`src/rtl/mcs_pkg.sv`:
```
package mcs_pkg;
    localparam int IDX_W_DEF  = 6;
    localparam int ARG_W_DEF  = 32;
    localparam int CRC_W_DEF  = 7;
    localparam logic [6:0] CRC_POLY_DEF = 7'h09;

    typedef enum logic [1:0] {
        ST_IDLE = 2'd0,
        ST_PEND = 2'd1,
        ST_SEND = 2'd2
    } mcs_state_t;
endpackage

```
`src/rtl/mcs_crc.sv`:
```
module mcs_crc #(
    parameter int DATA_W = 40,
    parameter int CRC_W  = 7,
    parameter logic [CRC_W-1:0] POLY = 7'h09
) (
    input  logic [DATA_W-1:0] data,
    output logic [CRC_W-1:0]  crc
);
    logic [CRC_W-1:0] acc;
    logic             fb;

    always_comb begin
        acc = '0;
        fb  = 1'b0;
        for (int i = DATA_W - 1; i >= 0; i--) begin
            fb  = data[i] ^ acc[CRC_W-1];
            acc = {acc[CRC_W-2:0], 1'b0} ^ (fb ? POLY : '0);
        end
        crc = acc;
    end
endmodule

```
`src/rtl/mcs_framer.sv`:
```
module mcs_framer #(
    parameter int IDX_W = 6,
    parameter int ARG_W = 32,
    parameter int CRC_W = 7,
    parameter logic [CRC_W-1:0] POLY = 7'h09,
    localparam int BODY_W  = 2 + IDX_W + ARG_W,
    localparam int FRAME_W = BODY_W + CRC_W + 1
) (
    input  logic [IDX_W-1:0]   index,
    input  logic [ARG_W-1:0]   arg,
    output logic [FRAME_W-1:0] frame
);
    logic [BODY_W-1:0] body;
    logic [CRC_W-1:0]  crc;

    assign body = {1'b0, 1'b1, index, arg};

    mcs_crc #(
        .DATA_W (BODY_W),
        .CRC_W  (CRC_W),
        .POLY   (POLY)
    ) u_crc (
        .data (body),
        .crc  (crc)
    );

    assign frame = {body, crc, 1'b1};
endmodule

```
`src/rtl/mcs_shifter.sv`:
```
module mcs_shifter #(
    parameter int FRAME_W = 48,
    localparam int CNT_W = $clog2(FRAME_W)
) (
    input  logic               clk,
    input  logic               rst_n,
    input  logic               load,
    input  logic [FRAME_W-1:0] frame,
    input  logic               shift,
    output logic               msb,
    output logic               last
);
    typedef struct packed {
        logic [FRAME_W-1:0] sreg;
        logic [CNT_W-1:0]   cnt;
    } shf_t;

    shf_t s_d, s_q;

    always_comb begin
        s_d = s_q;
        if (load) begin
            s_d.sreg = frame;
            s_d.cnt  = '0;
        end else if (shift) begin
            s_d.sreg = {s_q.sreg[FRAME_W-2:0], 1'b1};
            s_d.cnt  = (s_q.cnt == CNT_W'(FRAME_W - 1)) ? '0 : s_q.cnt + 1'b1;
        end
    end

    always_ff @(posedge clk) begin
        if (!rst_n) begin
            s_q <= '{sreg: '1, cnt: '0};
        end else begin
            s_q <= s_d;
        end
    end

    assign msb  = s_q.sreg[FRAME_W-1];
    assign last = (s_q.cnt == CNT_W'(FRAME_W - 1));
endmodule

```
`src/rtl/mcs_ctrl.sv`:
```
module mcs_ctrl
    import mcs_pkg::*;
(
    input  logic clk,
    input  logic rst_n,
    input  logic wr_en,
    input  logic wr_enable,
    input  logic wr_defer,
    input  logic stream_mode,
    input  logic pend_pulse,
    input  logic last,
    output logic load,
    output logic shift,
    output logic oe,
    output logic busy,
    output logic done
);
    typedef struct packed {
        mcs_state_t state;
        logic       done;
    } ctl_t;

    ctl_t c_d, c_q;

    always_comb begin
        c_d      = c_q;
        c_d.done = 1'b0;
        load     = 1'b0;
        unique case (c_q.state)
            ST_IDLE: begin
                if (wr_en && wr_enable) begin
                    load = 1'b1;
                    c_d.state = (wr_defer && stream_mode) ? ST_PEND : ST_SEND;
                end
            end
            ST_PEND: begin
                if (wr_en && !wr_enable) begin
                    c_d.state = ST_IDLE;
                end else if (pend_pulse) begin
                    c_d.state = ST_SEND;
                end
            end
            ST_SEND: begin
                if (last) begin
                    c_d.state = ST_IDLE;
                    c_d.done  = 1'b1;
                end
            end
            default: c_d.state = ST_IDLE;
        endcase
    end

    always_ff @(posedge clk) begin
        if (!rst_n) begin
            c_q <= '{state: ST_IDLE, done: 1'b0};
        end else begin
            c_q <= c_d;
        end
    end

    assign shift = (c_q.state == ST_SEND);
    assign oe    = (c_q.state == ST_SEND);
    assign busy  = (c_q.state != ST_IDLE);
    assign done  = c_q.done;
endmodule

```
`src/rtl/mmc_cmd_sequencer.sv`:
```
module mmc_cmd_sequencer
    import mcs_pkg::*;
#(
    parameter int IDX_W = IDX_W_DEF,
    parameter int ARG_W = ARG_W_DEF,
    parameter int CRC_W = CRC_W_DEF,
    parameter logic [CRC_W-1:0] CRC_POLY = CRC_POLY_DEF,
    localparam int FRAME_W = 2 + IDX_W + ARG_W + CRC_W + 1
) (
    input  logic             clk,
    input  logic             rst_n,
    input  logic             wr_en,
    input  logic [IDX_W-1:0] wr_index,
    input  logic [ARG_W-1:0] wr_arg,
    input  logic             wr_enable,
    input  logic             wr_defer,
    input  logic             stream_mode,
    input  logic             pend_pulse,
    output logic             cmd_out,
    output logic             cmd_oe,
    output logic             done,
    output logic             busy
);
    logic [FRAME_W-1:0] frame;
    logic               load, shift, msb, last, oe;

    mcs_framer #(
        .IDX_W (IDX_W),
        .ARG_W (ARG_W),
        .CRC_W (CRC_W),
        .POLY  (CRC_POLY)
    ) u_framer (
        .index (wr_index),
        .arg   (wr_arg),
        .frame (frame)
    );

    mcs_ctrl u_ctrl (
        .clk         (clk),
        .rst_n       (rst_n),
        .wr_en       (wr_en),
        .wr_enable   (wr_enable),
        .wr_defer    (wr_defer),
        .stream_mode (stream_mode),
        .pend_pulse  (pend_pulse),
        .last        (last),
        .load        (load),
        .shift       (shift),
        .oe          (oe),
        .busy        (busy),
        .done        (done)
    );

    mcs_shifter #(
        .FRAME_W (FRAME_W)
    ) u_shifter (
        .clk   (clk),
        .rst_n (rst_n),
        .load  (load),
        .frame (frame),
        .shift (shift),
        .msb   (msb),
        .last  (last)
    );

    assign cmd_oe  = oe;
    assign cmd_out = oe ? msb : 1'b1;
endmodule

```
`config.mk`:
```
export PLATFORM = sky130hd
export DESIGN_NAME = mmc_cmd_sequencer
export DESIGN_NICKNAME = d
export VERILOG_FILES = /design/src/rtl/mcs_pkg.sv /design/src/rtl/mcs_crc.sv /design/src/rtl/mcs_framer.sv /design/src/rtl/mcs_shifter.sv /design/src/rtl/mcs_ctrl.sv /design/src/rtl/mmc_cmd_sequencer.sv
export SDC_FILE = /design/constraint.sdc
export NUM_CORES = 1
export LEC_CHECK = 0
export ABC_AREA = 1
export ABC_CLOCK_PERIOD_IN_PS = 5300
export BUFFER_PORTS_ARGS = -buffer_cell sky130_fd_sc_hd__buf_2
export CAP_MARGIN = 20
export CORE_MARGIN = 2
export CORE_UTILIZATION = 50
export CTS_BUF_LIST = sky130_fd_sc_hd__clkbuf_16
export CTS_CLUSTER_SIZE = 25
export DETAILED_ROUTE_END_ITERATION = 16
export PLACE_DENSITY = 0.68
export SLEW_MARGIN = 20
export SYNTH_ARGS = -nofsm -noshare
export SYNTH_HDL_FRONTEND = slang
export SYNTH_HIERARCHICAL = 1
export SYNTH_SLANG_ARGS = --single-unit
```
`constraint.sdc`:
```
create_clock -name clk -period 5.3 [get_ports clk]
set_input_delay 1.06 -clock clk [delete_from_list [all_inputs] [get_ports clk]]
set_output_delay 1.06 -clock clk [all_outputs]
set_load 0.02 [all_outputs]
```
==> impl_metrics.env, run 1 <==
export IMPL_io_buffers=48
export IMPL_vias=3968
export IMPL_drive_gt1_share_pct=21.08
export IMPL_seqCellArea_sq_um=1141
export IMPL_slowest_stage="a22oi_1"
export IMPL_wl_um=9703
export IMPL_drc=0
export IMPL_drt_iter0_drc=217
export IMPL_clock_latency_ns=0.32
export IMPL_post_cts_resized=0
export IMPL_ys_types=29
export IMPL_overflow=0
export IMPL_cts_buffer_depth=2
export IMPL_grt_use_total_pct=22.28
export IMPL_synth_top_area_share_pct=27.01
export IMPL_crit_top_cell="nand2_1"
export IMPL_worstSetupEndpointType="flop"
export IMPL_cts_tree="built"
export IMPL_critPathKind="input port to flop"
export IMPL_period_share_pct=63.53
export IMPL_gp_congestion=0.8226
export IMPL_maxCapViolations=0
export IMPL_fin_worst_skew_ns=0.005230
export IMPL_num_rows=33
export IMPL_slew_viol_final=0
export IMPL_outcome="finished, final reports clean"
export IMPL_mostFrequentLayoutCells="217 x nand2_1, 78 x nand3_1, 58 x inv_1, 57 x dfxtp_1, 48 x buf_2"
export IMPL_max_freq_mhz=297.0
export IMPL_htree_levels=3
export IMPL_cts_buffers=9
export IMPL_yosysTopAreaCell="dfxtp_1"
export IMPL_grt_pass1_vias=3735
export IMPL_crit_required_ns=5.48
export IMPL_irDropWorstVdd_v=0.0002741
export IMPL_io_pins=49
export IMPL_start_kind="input port"
export IMPL_die_w_um=95.92
export IMPL_reg2reg_slack_ns=2.84
export IMPL_finalSetupViolations=0
export IMPL_multiInputGateArea_sq_um=2405
export IMPL_clk_pin_slew_ns=0.05
export IMPL_numClockSinks=57
export IMPL_tightest_slew_ns=0.9309
export IMPL_grt_first_pass_wirelength_um=16090
export IMPL_antenna_cells=0
export IMPL_die_h_um=95.92
export IMPL_crit_buf_inv=4
export IMPL_power_leakage_nw=2.451
export IMPL_antenna_found_initial=0
export IMPL_yosysSeqAreaShare_pct=27.01
export IMPL_power_density_nw_per_um2=525.9
export IMPL_post_cts_repair_setup_buffers=0
export IMPL_hold_path_class="flop to flop"
export IMPL_initial_core_util_pct=51.41
export IMPL_crit_arrival_ns=3.55
export IMPL_rsz0062_at_grt="false"
export IMPL_dieArea_sq_um=9200
export IMPL_hpwl_um=7051
export IMPL_hold_buffers=0
export IMPL_critical_path_top_delay_family="simple AND/OR/NAND/NOR gates"
export IMPL_synth_seq_cells=57
export IMPL_viasPerCell=5.160
export IMPL_slew_limit_headroom_pct=37.71
export IMPL_core_area_sq_um=8217
export IMPL_drt_first_pass_iters=5
export IMPL_nFillCells=807
export IMPL_layout_commonest_cell="nand2_1"
export IMPL_yosys_warnings=6
export IMPL_critPathMaxStageDelay_ns=0.22
export IMPL_worst_path_max_fanout=5
export IMPL_final_nets=705
export IMPL_cts_root_buffer="clkbuf_16"
export IMPL_fin_tns_setup_ns=0
export IMPL_syn_to_final_growth_pct=8.175
export IMPL_finalHoldViolations=0
export IMPL_netlist_area_sq_um=4224
export IMPL_synth_cells=651
export IMPL_wire_per_inst_um=12.62
export IMPL_whs_ns=0.4651
export IMPL_synthTopCellsByArea="dfxtp_1 27%, nand2_1 19%, nand3_1 9.2%"
export IMPL_min_period_ns=3.367
export IMPL_syn_area_per_cell_sq_um=6.489
export IMPL_ant_nets=0
export IMPL_grt_max_degree=52
-- final timing paths --
path                            depth (start not counted)              start                 to
worst max register to register                          7      u_ctrl/c_q[2]  u_shifter/s_q[45]
worst min register to register                          2  u_shifter/s_q[17]  u_shifter/s_q[17]
worst min-delay path                                    2  u_shifter/s_q[17]  u_shifter/s_q[17]
worst max-delay path                                   26        wr_index[5]  u_shifter/s_q[11]
-- flip-flops by register name, summed over array words and instances (netlist names) --
signal / count
u_shifter/msb: 1
u_ctrl/c_q: 2
u_shifter/s_q: 53
u_ctrl/done: 1
-- cell type report --
| type | count | area share [%] |
|---|---|---|
| timing repair buffer | 51 | 6.462 |
| clock inverter | 7 | 2.574 |
| clock buffer | 9 | 4.929 |
| multi-input combinational | 473 | 52.63 |
| tap | 105 | 2.875 |
| inverter | 67 | 5.559 |
| sequential | 57 | 24.97 |
-- synth_stat cells, drive strengths merged --
| cell type | n |
|---|---|
| nand2 | 259 |
| nand3 | 82 |
| inv | 67 |
| buf | 61 |
| dfxtp | 57 |
| a22oi | 47 |
| nor2 | 26 |
| a21oi | 17 |
| nand3b | 10 |
| xnor2 | 5 |
| xor2 | 5 |
| clkbuf | 4 |
| nand4 | 3 |
| conb | 2 |
| nor3 | 2 |
| o21ai | 2 |
| ha | 1 |
| nor4 | 1 |
-- cell families (layout without fill, tap and decap cells) --
logic type      Yosys count  count (layout)  share of synthesized area (%)
compound gates           66              66                          11.79
simple gates            383             383                          41.26
xor+xnor                 10              10                          2.251
buf+inv                 132             134                          17.21
fa+ha+maj                 1               1                         0.2962
flops                    57              57                          27.01
other cells               2              13                         0.1778
-- worst reg2reg max path, delay by kind of cell (launching register included) --
| family | cells | cell delay, ns |
|---|---|---|
| flip-flops | 1 | 0.41 |
| AND/OR/NAND/NOR | 3 | 1.44 |
| AO/OA/AOI/OAI | 1 | 0.11 |
| buffers and inverters | 3 | 0.43 |
-- stage by stage --
stage	power, mW	util [%]	setup WS [ns]	cell area [sq um]	instances
finish	2.403	55.61	1.933	4569	769
global route	2.584	55.61	1.624	4569	769
global placement	1.671	50.86	1.780	4179	751
detailed placement	1.716	51.20	1.748	4207	752
CTS	2.400	55.37	2.043	4549	768
floorplan	1.563	-	2.175	4265	662
-- layer usage --
layer / wire length (um) / global-route usage [%]
met3: 563 / 5.012
met4: 95 / 7.024
met2: 4580 / 38.17
met5: 0 / 0
met1: 4463 / 27.76
-- where the power goes --
group / total [mW] / switching, mW / internal, mW
registers: 0.703 / 0.0997 / 0.603
clock network: 0.668 / 0.209 / 0.459
logic: 1.03 / 0.645 / 0.388
(Power assumes the default switching activity.)
==> run 2, diff against run 1 <==
--- a/config.mk
+++ b/config.mk
@@ -5,8 +5,8 @@
 export SDC_FILE = /design/constraint.sdc
 export NUM_CORES = 1
 export LEC_CHECK = 0
-export ABC_AREA = 1
-export ABC_CLOCK_PERIOD_IN_PS = 5300
+export ABC_AREA = 0
+export ABC_CLOCK_PERIOD_IN_PS = 2940
 export BUFFER_PORTS_ARGS = -buffer_cell sky130_fd_sc_hd__buf_2
 export CAP_MARGIN = 20
 export CORE_MARGIN = 2
@@ -14,7 +14,7 @@
 export CTS_BUF_LIST = sky130_fd_sc_hd__clkbuf_16
 export CTS_CLUSTER_SIZE = 25
 export DETAILED_ROUTE_END_ITERATION = 16
-export PLACE_DENSITY = 0.68
+export PLACE_DENSITY = 0.71
 export SLEW_MARGIN = 20
 export SYNTH_ARGS = -nofsm -noshare
 export SYNTH_HDL_FRONTEND = slang
==> constraint.sdc (replaced) <==
create_clock -name clk -period 2.94 [get_ports clk]
set_input_delay 0.588 -clock clk [delete_from_list [all_inputs] [get_ports clk]]
set_output_delay 0.588 -clock clk [all_outputs]
set_load 0.02 [all_outputs]
==> run 2 against run 1 <==
Clock skew increased by 0.0017 ns. Sequential power increased by 28%. First-iteration DRC count decreased by 61%. Worst hold slack improved by 0.026 ns. Die area decreased by 7.0%. Non-clock buffer count increased by 7. Highest routed layer unchanged.
==> impl_metrics.env, run 2 <==
export IMPL_grt_pass1_vias=2517
export IMPL_slew_viol_final=0
export IMPL_power_leakage_nw=1.708
export IMPL_grt_max_degree=52
export IMPL_ant_nets=0
export IMPL_drt_iter0_drc=85
export IMPL_io_buffers=48
export IMPL_cts_root_buffer="clkbuf_16"
export IMPL_antenna_found_initial=0
export IMPL_die_w_um=92.50
export IMPL_syn_to_final_growth_pct=7.827
export IMPL_drt_first_pass_iters=4
export IMPL_clock_latency_ns=0.32
export IMPL_cts_buffers=9
export IMPL_hold_buffers=0
export IMPL_clk_pin_slew_ns=0.05
export IMPL_drc=0
export IMPL_r2r_worst_path_cells=5
export IMPL_finalSetupViolations=0
export IMPL_largest_reg_flops=53
export IMPL_wire_per_inst_um=14.69
export IMPL_crit_required_ns=3.14
export IMPL_mostFrequentLayoutCells="57 x dfxtp_1, 53 x nand2_1, 48 x buf_2, 48 x mux2i_1, 34 x xnor2_1"
export IMPL_crit_arrival_ns=2.96
export IMPL_yosys_warnings=6
export IMPL_critPathMaxStageDelay_ns=0.46
export IMPL_fin_worst_skew_ns=0.006953
export IMPL_synth_seq_cells=57
export IMPL_design_area_sq_um=4223
export IMPL_stdcell_count=495
export IMPL_initial_core_util_pct=51.21
export IMPL_dpl_cell_area_sq_um=3968
export IMPL_max_freq_mhz=362.1
export IMPL_overflow=0
export IMPL_synth_top_area_share_pct=29.14
export IMPL_antenna_cells=0
export IMPL_dieArea_sq_um=8556
export IMPL_grt_use_total_pct=18.36
export IMPL_met1Wirelength_um=3400
export IMPL_ys_flop_type="dfxtp_1"
export IMPL_nFillCells=677
export IMPL_top_register="u_shifter/s_q"
export IMPL_dp_cells=479
export IMPL_cts_tree="built"
export IMPL_slew_limit_headroom_pct=49.82
export IMPL_yosys_top_cells_count="57 x dfxtp_1, 53 x nand2_1, 48 x mux2i_1"
export IMPL_post_cts_resized=0
export IMPL_cts_buffer_depth=2
export IMPL_power_mw=3.342
export IMPL_power_density_nw_per_um2=791.3
export IMPL_drive_gt1_share_pct=27.74
export IMPL_yosysTopAreaCell="dfxtp_1"
export IMPL_place_ws_ns=-0.1478
export IMPL_crit_buf_inv=1
export IMPL_worstHoldStart="u_shifter/s_q[4]"
export IMPL_whs_ns=0.4912
export IMPL_vias=2477
export IMPL_wl_um=7273
export IMPL_maxCapViolations=0
export IMPL_gp_congestion=0.8067
export IMPL_num_rows=32
export IMPL_reg_top3="u_shifter/s_q (53), u_ctrl/c_q (2)"
export IMPL_post_cts_repair_setup_buffers=0
export IMPL_tightest_slew_ns=0.7527
export IMPL_slowest_stage="xnor3_1"
export IMPL_worst_path_max_fanout=3
export IMPL_die_h_um=92.50
export IMPL_synth_edff_count=0
export IMPL_viasPerCell=5.004
export IMPL_ys_async_sr_fraction_pct=0
export IMPL_hold_path_end="u_shifter/s_q[4]"
export IMPL_min_period_ns=2.762
export IMPL_htree_levels=3
export IMPL_wl_met2_um=3514
export IMPL_netlist_area_sq_um=3916
export IMPL_outcome="finished, final reports clean"
export IMPL_synth_cells=373
export IMPL_yosysMostFrequentCell="dfxtp_1"
export IMPL_fin_tns_setup_ns=0
export IMPL_syn_area_per_cell_sq_um=10.50
export IMPL_grt_first_pass_wirelength_um=12200
export IMPL_critPathKind="input port to flop"
export IMPL_ys_types=42
export IMPL_rsz0062_at_grt="false"
export IMPL_synthTopCellsByArea="dfxtp_1 29%, mux2i_1 12%, buf_4 8.6%"
export IMPL_yosysSeqAreaShare_pct=29.14
export IMPL_hold_path_class="flop to flop"
export IMPL_reg2reg_slack_ns=0.85
export IMPL_finalHoldViolations=0
export IMPL_hpwl_um=5336
export IMPL_layout_commonest_cell="dfxtp_1"
export IMPL_start_kind="input port"
export IMPL_core_area_sq_um=7647
export IMPL_numClockSinks=57
export IMPL_io_pins=49
export IMPL_final_nets=434
export IMPL_irDropWorstVdd_v=0.0003416
export IMPL_whs_path_depth=2
export IMPL_period_share_pct=93.94
export IMPL_wl_met3_um=288
export IMPL_rr_startpoint="u_ctrl/c_q[2]"
export IMPL_rr_endpoint="u_shifter/s_q[28]"
export IMPL_setup_slack_ns=0.1781
export IMPL_critical_path_top_delay_family="XOR/XNOR gates"
export IMPL_maxUsedRoutingLayer="met4"
export IMPL_path_cells="buf_2, xnor3_1, xnor2_1, xnor2_1, xnor3_1, xnor3_1, xnor2_1, mux2i_1, nand2_1"
export IMPL_post_route_util_pct=55.22
export IMPL_worstSetupEndpointType="flop"
## run 2: logic make-up after synthesis
kind of cell | after synthesis | share of synthesized area (%)
simple gates | 76 | 8.659
buf+inv | 61 | 11.44
xor+xnor | 69 | 22.33
flops | 57 | 29.14
fa+ha+maj | 1 | 0.3194
other cells | 2 | 0.1918
compound gates | 12 | 2.141
mux | 95 | 25.78
## run 2: layout make-up
cell class	count	area (sq um)	area share [%]
clock buffer	9	225.2	5.333
clock inverter	7	30.03	0.7111
inverter	1	3.754	0.08889
multi-input combinational	261	2355	55.76
sequential	57	1141	27.02
tap	102	127.6	3.022
timing repair buffer	58	340.3	8.059
## run 2: worst max path at each step
stage | from | to | slack, ns | cells after the start
finish | wr_index[2] | u_shifter/s_q[7] | 0.18 | 9
global route | wr_index[2] | u_shifter/s_q[10] | 0.08 | 9
CTS | wr_index[2] | u_shifter/s_q[7] | 0.18 | 9
detailed placement | wr_index[2] | u_shifter/s_q[7] | -0.15 | 9
global placement | wr_index[2] | u_shifter/s_q[7] | -0.12 | 9
floorplan | wr_index[2] | u_shifter/s_q[7] | 0.10 | 9
## run 2: power by group
group          internal, mW  leakage, nW  total (mW)  switching (mW)
combinational         0.880         1.10        1.54           0.663
sequential            0.857        0.466       0.900          0.0433
clock                 0.551        0.136       0.898           0.346
total                  2.29         1.71        3.34            1.05
## run 2: per-layer routing
layer	GRT usage [%]	vias to the layer above
met5	0	-
met4	5.597	0
met3	5.614	6
met2	31.81	44
met1	21.79	1190
li1	-	1237
## run 2: worst reg2reg max path, cell delays in order (launching register included)
cell	delay, ns
dfxtp_1	0.42
and2b_2	0.68
buf_12	0.28
mux2_2	0.36
mux2i_1	0.16
nand2_1	0.07
==> run 3, diff against run 2 <==
--- a/config.mk
+++ b/config.mk
@@ -10,11 +10,11 @@
 export BUFFER_PORTS_ARGS = -buffer_cell sky130_fd_sc_hd__buf_2
 export CAP_MARGIN = 20
 export CORE_MARGIN = 2
-export CORE_UTILIZATION = 50
+export CORE_UTILIZATION = 53
 export CTS_BUF_LIST = sky130_fd_sc_hd__clkbuf_16
 export CTS_CLUSTER_SIZE = 25
 export DETAILED_ROUTE_END_ITERATION = 16
-export PLACE_DENSITY = 0.71
+export PLACE_DENSITY = 0.75
 export SLEW_MARGIN = 20
 export SYNTH_ARGS = -nofsm -noshare
 export SYNTH_HDL_FRONTEND = slang
==> run 3 against run 2 <==
Global-route usage up 0.58 points. Combinational power about the same. Non-clock buffer count up 4. Sequential share of layout area about the same. Flip-flop and latch count unchanged. Clock-buffer cell count unchanged. Register-to-register slack better by 0.10 ns. Cell count up 0.20%. Via count down 1.1%. Design area about the same. Fmax up 2.1%. Worst hold slack better by 0.0041 ns. Critical endpoint unchanged.
==> impl_metrics.env, run 3 (synthesized netlist as in run 2, its figures left out) <==
export IMPL_outcome="finished, final reports clean"
export IMPL_min_period_ns=2.706
export IMPL_antenna_cells=0
export IMPL_gp_congestion=0.8209
export IMPL_fin_worst_skew_ns=0.005887
export IMPL_wire_per_inst_um=14.55
export IMPL_crit_required_ns=3.14
export IMPL_nFillCells=650
export IMPL_die_h_um=89.96
export IMPL_period_share_pct=92.05
export IMPL_grt_use_total_pct=18.95
export IMPL_rsz0062_at_grt="false"
export IMPL_rr_startpoint="u_ctrl/c_q[2]"
export IMPL_reg2reg_slack_ns=0.95
export IMPL_finalHoldViolations=0
export IMPL_stdcell_count=496
export IMPL_hpwl_um=5413
export IMPL_critPathKind="input port to flop"
export IMPL_grt_max_degree=29
export IMPL_post_cts_resized=0
export IMPL_multiInputGateArea_sq_um=2355
export IMPL_whs_ns=0.4954
export IMPL_irDropWorstVdd_v=0.0003740
export IMPL_overflow=0
export IMPL_crit_arrival_ns=2.90
export IMPL_cp_endpoint="u_shifter/s_q[7]"
export IMPL_power_switching_mw=1.049
export IMPL_initial_core_util_pct=54.28
export IMPL_die_w_um=89.96
export IMPL_seqCellArea_sq_um=1141
export IMPL_post_cts_repair_setup_buffers=0
export IMPL_drive_gt1_share_pct=28.46
export IMPL_core_area_sq_um=7214
export IMPL_reg_top3="u_shifter/s_q (53), u_ctrl/c_q (2)"
export IMPL_p_comb_share_pct=46.5
export IMPL_vias=2450
export IMPL_cts_tree="built"
export IMPL_rr_endpoint="u_shifter/s_q[23]"
export IMPL_start_kind="input port"
export IMPL_hold_buffers=0
export IMPL_io_buffers=48
export IMPL_cts_buffer_depth=2
export IMPL_power_leakage_nw=1.721
export IMPL_place_ws_ns=-0.07475
export IMPL_max_freq_mhz=369.5
export IMPL_fin_tns_setup_ns=0
export IMPL_finalSetupViolations=0
export IMPL_syn_to_final_growth_pct=7.859
export IMPL_slew_viol_final=0
export IMPL_drt_iter0_drc=81
export IMPL_power_density_nw_per_um2=791.6
export IMPL_largest_reg_flops=53
export IMPL_setup_slack_ns=0.2338
export IMPL_design_area_sq_um=4224
export IMPL_num_rows=31
export IMPL_ant_nets=0
export IMPL_dieArea_sq_um=8093
export IMPL_wl_um=7215
export IMPL_power_mw=3.344
export IMPL_cts_buffers=9
export IMPL_power_frac_seq_pct=26.9
export IMPL_htree_levels=3
export IMPL_drt_first_pass_iters=4
export IMPL_io_pins=49
export IMPL_grt_first_pass_wirelength_um=12210
export IMPL_worst_path_max_fanout=3
export IMPL_numClockSinks=57
export IMPL_power_internal_mw=2.294
export IMPL_hold_path_class="flop to flop"
export IMPL_maxCapViolations=0
export IMPL_top_register="u_shifter/s_q"
export IMPL_final_nets=438
export IMPL_dpl_cell_area_sq_um=3969
export IMPL_dp_cells=480
export IMPL_clock_latency_ns=0.32
export IMPL_grt_pass1_vias=2533
export IMPL_layout_commonest_cell="dfxtp_1"
export IMPL_switching_share_pct=31.39
export IMPL_critical_path_startpoint="wr_index[2]"
export IMPL_mostFrequentLayoutCells="57 x dfxtp_1, 53 x nand2_1, 48 x buf_2, 48 x mux2i_1, 34 x xnor2_1"
export IMPL_post_route_util_pct=58.55
export IMPL_drc=0
export IMPL_viasPerCell=4.940
export IMPL_r2r_worst_path_cells=5
export IMPL_clk_pin_slew_ns=0.05
export IMPL_antenna_found_initial=0
export IMPL_power_frac_clock_pct=26.5
export IMPL_cts_root_buffer="clkbuf_16"
export IMPL_worstSetupEndpointType="flop"
run 3: metal layers:
layer	track usage (%)	share of wire, %	wire, um	vias up
li1	-	-	-	1242
met1	23.77	47	3386	1156
met2	31.63	48	3433	45
met3	4.862	4.1	295	7
met4	6.923	1.4	100	0
met5	0	0	0	-
run 3: critical path, cell delays in order:
cell and delay (ns):
buf_2 0.11, xnor3_1 0.44, xnor2_1 0.32, xnor2_1 0.22
xnor3_1 0.46, xnor3_1 0.42, xnor2_1 0.15, mux2i_1 0.13
nand2_1 0.07
run 3: power by group through the flow:
| stage | registers [mW] | logic (mW) | clock network [mW] |
|---|---|---|---|
| floorplan | 0.899 | 1.38 | 0 |
| global placement | 0.911 | 1.51 | 0 |
| detailed placement | 0.916 | 1.55 | 0 |
| CTS | 0.900 | 1.56 | 0.907 |
| global route | 0.909 | 1.71 | 0.940 |
| finish | 0.901 | 1.56 | 0.887 |
run 3: area by class of cell:
cell class / instances / share of cell area [%]
Sequential cell: 57 / 27.01
Tap cell: 99 / 2.932
Inverter: 1 / 0.08886
Clock buffer: 9 / 5.332
Multi-Input combinational cell: 261 / 55.75
Timing Repair Buffer: 62 / 8.175
Clock inverter: 7 / 0.7109
run 3: worst min-delay path by stage:
stage | start | to | slack (ns) | cells past startpoint
after floorplan | u_shifter/s_q[4] | u_shifter/s_q[4] | 0.45 | 2
after global placement | u_shifter/s_q[4] | u_shifter/s_q[4] | 0.47 | 2
after detailed placement | u_shifter/s_q[4] | u_shifter/s_q[4] | 0.48 | 2
after CTS | u_shifter/s_q[4] | u_shifter/s_q[4] | 0.49 | 2
after global routing | wr_arg[11] | u_shifter/s_q[25] | 0.51 | 3
final | u_shifter/s_q[4] | u_shifter/s_q[4] | 0.50 | 2
